File: src/rtl/obwin_pkg.sv
package obwin_pkg;

  localparam int DW   = 32;
  localparam int PA_W = 64;
  localparam int PG_SH = 12;

  typedef struct packed {
    logic [DW-1:0] trans;
    logic [DW-1:0] ext;
    logic [DW-1:0] base;
    logic [DW-1:0] attr;
  } win_regs_t;

  // page number to byte address
  function automatic logic [PA_W-1:0] page_addr(input logic [DW-1:0] pg);
    return {{(PA_W-DW){1'b0}}, pg} << PG_SH;
  endfunction

  // window size in bytes, one extra bit so exponent 63 does not wrap
  function automatic logic [PA_W:0] win_size(input logic [5:0] expo);
    return {{PA_W{1'b0}}, 1'b1} << (expo + 7'd1);
  endfunction

  function automatic logic win_covers(input logic [PA_W-1:0] a,
                                      input logic [DW-1:0] base_pg,
                                      input logic [5:0] expo);
    logic [PA_W:0] lo;
    logic [PA_W:0] hi;
    lo = {1'b0, page_addr(base_pg)};
    hi = lo + win_size(expo);
    return ({1'b0, a} >= lo) && ({1'b0, a} < hi);
  endfunction

  function automatic logic [PA_W-1:0] win_translate(input logic [PA_W-1:0] a,
                                                    input logic [DW-1:0] base_pg,
                                                    input logic [DW-1:0] trans_pg);
    return page_addr(trans_pg) + (a - page_addr(base_pg));
  endfunction

endpackage

File: src/rtl/obwin_regs.sv
module obwin_regs
  import obwin_pkg::*;
#(
  parameter int NWIN  = 4,
  parameter int AW    = 10,
  parameter int GAS_OFF = 'h220
) (
  input  logic                   clk,
  input  logic                   rst_n,
  input  logic                   we,
  input  logic [AW-1:0]          addr,
  input  logic [DW-1:0]          wdata,
  output logic [DW-1:0]          rdata,
  output win_regs_t [NWIN-1:0]   regs
);
  localparam int GRP_W = AW - 5;
  localparam logic [GRP_W-1:0] GAS_GRP = GRP_W'(GAS_OFF >> 5);
  localparam logic [4:0] F_TRANS = 5'h00;
  localparam logic [4:0] F_EXT   = 5'h04;
  localparam logic [4:0] F_BASE  = 5'h08;
  localparam logic [4:0] F_ATTR  = 5'h10;

  logic [GRP_W-1:0] grp;
  logic [4:0]       fld;
  logic [DW-1:0]    gasket_q;
  win_regs_t [NWIN-1:0] regs_q;

  assign grp = addr[AW-1:5];
  assign fld = addr[4:0];

  always_ff @(posedge clk) begin
    if (!rst_n) begin
      regs_q   <= '0;
      gasket_q <= '0;
    end else if (we) begin
      for (int w = 0; w < NWIN; w++) begin
        if (grp == GRP_W'(w + 1)) begin
          case (fld)
            F_TRANS: regs_q[w].trans <= wdata;
            F_EXT:   regs_q[w].ext   <= wdata;
            F_BASE:  regs_q[w].base  <= wdata;
            F_ATTR:  regs_q[w].attr  <= wdata;
            default: ;
          endcase
        end
      end
      if (grp == GAS_GRP) gasket_q <= wdata;
    end
  end

  always_comb begin
    rdata = '0;
    for (int w = 0; w < NWIN; w++) begin
      if (grp == GRP_W'(w + 1)) begin
        case (fld)
          F_TRANS: rdata = regs_q[w].trans;
          F_EXT:   rdata = regs_q[w].ext;
          F_BASE:  rdata = regs_q[w].base;
          F_ATTR:  rdata = regs_q[w].attr;
          default: rdata = '0;
        endcase
      end
    end
    if (grp == GAS_GRP) rdata = gasket_q;
  end

  assign regs = regs_q;

endmodule

File: src/rtl/obwin_match.sv
module obwin_match
  import obwin_pkg::*;
#(
  parameter int NWIN = 4
) (
  input  logic [PA_W-1:0]              a,
  input  win_regs_t [NWIN-1:0]         regs,
  output logic [NWIN-1:0]              en,
  output logic [NWIN-1:0]              match,
  output logic [NWIN-1:0][PA_W-1:0]    xl
);
  for (genvar g = 0; g < NWIN; g++) begin : g_win
    logic unused_fields;
    assign unused_fields = ^{regs[g].ext, regs[g].attr[30:6]};
    assign en[g]    = regs[g].attr[31];
    assign match[g] = en[g] && win_covers(a, regs[g].base, regs[g].attr[5:0]);
    assign xl[g]    = win_translate(a, regs[g].base, regs[g].trans);
  end
endmodule

File: src/rtl/obwin_prio.sv
module obwin_prio
  import obwin_pkg::*;
#(
  parameter int NWIN  = 4,
  parameter int IDX_W = 3
) (
  input  logic [NWIN-1:0]            match,
  input  logic [NWIN-1:0][PA_W-1:0]  xl,
  output logic                       hit,
  output logic [IDX_W-1:0]           win,
  output logic [PA_W-1:0]            bus_addr
);
  always_comb begin
    hit      = 1'b0;
    win      = '0;
    bus_addr = '0;
    for (int i = NWIN - 1; i >= 0; i--) begin
      if (match[i]) begin
        hit      = 1'b1;
        win      = IDX_W'(i + 1);
        bus_addr = xl[i];
      end
    end
  end
endmodule

File: src/rtl/obwin_xlate.sv
module obwin_xlate
  import obwin_pkg::*;
#(
  parameter int NWIN    = 4,
  parameter int AW      = 10,
  parameter int GAS_OFF = 'h220,
  localparam int IDX_W  = $clog2(NWIN + 1)
) (
  input  logic              clk,
  input  logic              rst_n,
  input  logic              reg_we,
  input  logic [AW-1:0]     reg_addr,
  input  logic [31:0]       reg_wdata,
  output logic [31:0]       reg_rdata,
  input  logic [63:0]       lk_addr,
  output logic              lk_hit,
  output logic [63:0]       lk_bus_addr,
  output logic [IDX_W-1:0]  lk_win
);
  win_regs_t [NWIN-1:0]          regs;
  logic [NWIN-1:0]               win_en;
  logic [NWIN-1:0]               win_match;
  logic [NWIN-1:0][PA_W-1:0]     win_xl;

  obwin_regs #(.NWIN(NWIN), .AW(AW), .GAS_OFF(GAS_OFF)) u_regs (
    .clk(clk), .rst_n(rst_n), .we(reg_we), .addr(reg_addr),
    .wdata(reg_wdata), .rdata(reg_rdata), .regs(regs)
  );

  obwin_match #(.NWIN(NWIN)) u_match (
    .a(lk_addr), .regs(regs), .en(win_en), .match(win_match), .xl(win_xl)
  );

  obwin_prio #(.NWIN(NWIN), .IDX_W(IDX_W)) u_prio (
    .match(win_match), .xl(win_xl), .hit(lk_hit), .win(lk_win),
    .bus_addr(lk_bus_addr)
  );
endmodule

File: config.mk
export PLATFORM = sky130hd
export DESIGN_NAME = obwin_xlate
export DESIGN_NICKNAME = d
export VERILOG_FILES = /design/src/rtl/obwin_pkg.sv /design/src/rtl/obwin_regs.sv /design/src/rtl/obwin_match.sv /design/src/rtl/obwin_prio.sv /design/src/rtl/obwin_xlate.sv
export SDC_FILE = /design/constraint.sdc
export NUM_CORES = 2
export LEC_CHECK = 0
export BUFFER_PORTS_ARGS = -buffer_cell sky130_fd_sc_hd__buf_2
export CAP_MARGIN = 20
export CORE_ASPECT_RATIO = 2
export CORE_MARGIN = 3
export CORE_UTILIZATION = 25
export CTS_CLUSTER_SIZE = 24
export DETAILED_ROUTE_END_ITERATION = 16
export GPL_TIMING_DRIVEN = 1
export PLACE_DENSITY = 0.41
export SKIP_LAST_GASP = 1
export SYNTH_ARGS = -nofsm -noshare
export SYNTH_HDL_FRONTEND = slang
export SYNTH_SLANG_ARGS = --single-unit
File: constraint.sdc
create_clock -name clk -period 24.5 [get_ports clk]
set_input_delay 4.9 -clock clk [delete_from_list [all_inputs] [get_ports clk]]
set_output_delay 4.9 -clock clk [all_outputs]
set_load 0.1 [all_outputs]
==> run summary <==
The flow ran to the end, and the final reports show no timing, DRC or antenna violations. Across all setup checks in the final design, the least slack found is 8.12 ns. The logs give 0 for the post-cts hold buffer count and 0.252 for the effective utilization at floorplan. The main flop type after synthesis is sky130_fd_sc_hd__dfxtp_1. For the total setup buffers inserted after CTS, the log shows 0.

The die is 344 um wide. By area the synthesized netlist is led by sky130_fd_sc_hd__dfxtp_1 (19%), sky130_fd_sc_hd__ha_1 (15%), sky130_fd_sc_hd__nand2_1 (10%), sky130_fd_sc_hd__a21boi_0 (7.3%), sky130_fd_sc_hd__fa_1 (4.6%). The overall die area is 0.235 mm2, and the data required time of the worst path is 19.60 ns.

Routability-driven placement finished with a final weighted congestion of 1.01. Average cell area after synthesis: 7.26 um2. For this run the aggregate overflow at the end of global routing stands at 0. The post-cts gate resize count is 0, and the count of TritonRoute iterations in the first routing pass is 8.

The number of inserted filler cells in the final layout is 25100. The number of pins with negative max-slew slack in the final report came out at 0. The cell that appears most often on the critical path is sky130_fd_sc_hd__a21oi_1. Detail-routed net length per standard cell: 34.5 um. The clock period could shrink to 16.38 ns. After the flow finishes, the layout carries non-filler instances totaling 10900. The total number of vias is 60700, and the share of the clock period used by the worst path is 0.668. The later pin in the worst-skew pair is clocked with a latency of 0.60 ns.

Kind of critical path: reg -> out. Setup total negative slack on the finished layout was measured at 0 ns. Class of the tightest hold or removal check: reg -> reg. The final HPWL from detailed placement was 306000 um; the number of maximum-capacitance violations was 0. The ratio of total power to cell area is 37.6 mW/mm2.

The total of flip-flops plus latches after synthesis came out at 544. Pin placement for this block handled 209 I/O pins. The run gives 0.310 as the total track usage. Setup violations remaining at the end of the flow were counted as 0.

Timing would allow up to 61.1 MHz. The initial antenna violation count is 24, and the number of synthesized flops with an enable pin is 0. At the end of the flow, the number of nets in the layout was 8808.

The launch point of the worst reg-to-reg path is u_regs.regs[308]. Global-route wire length before repair: 503000 um. The number of clock buffers added by TritonCTS is 45.

TritonCTS built the clock tree. The tree built by TritonCTS fans out to 544 sinks. The clock arrives with 0 ns of skew.

The fraction of synthesized cell area taken by the top area cell type was 0.190; the number of buffers and inverters on the critical path was 2. The cell with the largest stage delay on the worst path was sky130_fd_sc_hd__dfxtp_1. Tracing the worst setup path back leads to its startpoint at u_regs.regs[258]. Across the whole layout, storage elements account for 0.0109 mm2.

Count of H-tree levels built during CTS: 2. During synthesis, Yosys emitted a total of 0 warnings. The register clock-pin slew on the reported worst setup and hold paths is 0.10 ns. The detailed-route DRC error count was 0; the worst-case headroom to the max-slew limit was 0.0435.

The share of synthesized registers carrying an async set or reset works out to 0. The tools report the sequential fraction of the synthesis area as 0.190. Buffers placed on the I/O ports in this run total 208. Number of global-route vias before repair: 59600.

The site row count was 247; the multi-input gate area in the final layout was 0.0421 mm2. In this design, the stage delay of the slowest critical-path cell is 0.86 ns. The data arrival time of the critical path came out at 11.48 ns. The area growth from synthesis to layout is 11.2%. The die extent in y works out to 682 um.

In the layout the commonest cells are sky130_fd_sc_hd__nand2_1 (1518), sky130_fd_sc_hd__inv_1 (690), sky130_fd_sc_hd__ha_1 (690), sky130_fd_sc_hd__a21boi_0 (557), sky130_fd_sc_hd__dfxtp_1 (544). After the first detailed-routing iteration, the DRC count stood at 5017. The share of final-layout standard cells stronger than drive strength 1 was 0.0746. The longest clock path from root to sink contains 3 buffers. The maximum fanout along the worst path is 16, and the pin count of the biggest net entering global routing is 185. The placed cell count came out at 10800. Before CTS, the worst setup slack after placement is 8.52 ns.

The tools report the launching element type of the critical path as a register. Using the TritonRoute via totals, the vias-per-cell ratio works out to 5.56. For the post-synth net total, the log shows 8809. The root cell of the clock tree was sky130_fd_sc_hd__clkbuf_16. The total core area is 0.227 mm2, and the actual slew at the worst max-slew pin is 1.43 ns. Of all cell types, the one taking the most synthesized area is sky130_fd_sc_hd__dfxtp_1.

Setup repair after global routing left no endpoint under its margin. The number of different library cells used by synthesis comes to 85. The tools report the endpoint class of the critical path as an output port. The run gives 7878 as the gate count after technology mapping. The routed design has 376000 um of wire. Summing every instance area after synthesis gives 0.0572 mm2. Commonest non-fill, non-tap cell in the layout: sky130_fd_sc_hd__nand2_1.

In this run the remaining antenna-violating nets after routing total 0. Summed over all cells, the static leakage comes to 24.9 nW. For the hold violation total from the final report, the log shows 0. The hold path startpoint was u_regs.regs[460]. Among cell families on the critical path, the largest total delay comes from simple AND/OR/NAND/NOR gates.

Across the VDD grid, the largest voltage drop is 0.0483 mV.
[power breakdown]
group	leakage (nW)	switching [mW]	total (mW)	internal [mW]
clock	0.801	0.399	0.849	0.449
sequential	4.38	0.000624	0.884	0.884
combinational	19.7	0.460	0.660	0.200
total	24.9	0.859	2.39	1.53
[sequential cells by signal, summed over array words and instances (netlist names)]
name	flops
u_regs.gasket_q	32
u_regs.regs	512
[synthesized netlist by cell type (153+ instances only)]
cell type / number
sky130_fd_sc_hd__a21boi_0: 557
sky130_fd_sc_hd__a21o_1: 193
sky130_fd_sc_hd__a21oi_1: 476
sky130_fd_sc_hd__clkbuf_1: 438
sky130_fd_sc_hd__dfxtp_1: 544
sky130_fd_sc_hd__ha_1: 690
sky130_fd_sc_hd__inv_1: 690
sky130_fd_sc_hd__nand2_1: 1520
sky130_fd_sc_hd__nand3_1: 161
sky130_fd_sc_hd__nor2_1: 407
sky130_fd_sc_hd__o21ai_0: 371
sky130_fd_sc_hd__xnor2_1: 153
[worst register-to-register path: stages, from the launching register on]
cell                       delay, ns
sky130_fd_sc_hd__dfxtp_1        0.84
sky130_fd_sc_hd__buf_4          0.34
sky130_fd_sc_hd__nand2_1        0.07
sky130_fd_sc_hd__a21boi_0       0.17
[through the flow]
stage               total power, mW   util  area (um2)  hold WS [ns]
floorplan                      1.29      -       57200         0.443
global placement               1.55  0.273       61900         0.452
detailed placement             1.55  0.273       61900         0.458
CTS                            2.40  0.280       63600         0.468
global route                   2.47  0.280       63600         0.483
finish                         2.39  0.280       63600         0.468
[area by class of cell]
cell class | instances | area share
repair buffers | 414 | 0.0413
clock buffers | 62 | 0.0209
well taps | 2988 | 0.0588
flip-flops and latches | 544 | 0.171
inverters | 690 | 0.0407
clock inverters | 19 | 0.00490
multi-input cells | 6182 | 0.662
diodes | 15 | 0.000590
[layer usage]
| layer | GRT usage | vias to the layer above | wire [um] |
|---|---|---|---|
| met4 | 0.322 | 4 | 48000 |
| met2 | 0.526 | 2627 | 178000 |
| met1 | 0.319 | 29700 | 131000 |
| met5 | 0 | - | 27 |
| li1 | - | 27400 | - |
| met3 | 0.0384 | 963 | 19000 |
[cell families after synthesis]
logic type | count (synthesis) | synth area share
compound gates | 2339 | 0.278
xor+xnor | 262 | 0.0401
fa+ha+maj | 822 | 0.197
buf+inv | 1152 | 0.0758
flops | 544 | 0.190
mux | 78 | 0.0137
simple gates | 2681 | 0.205
[final timing paths]
kind | to | slack (ns) | cells after the start
worst max-delay path | lk_bus_addr[20] | 8.12 | 29
worst min-delay path | u_regs.regs[460] | 0.47 | 2
worst max register to register | u_regs.regs[308] | 23.01 | 3
worst min register to register | u_regs.regs[460] | 0.47 | 2
(Power assumes the default switching activity.)
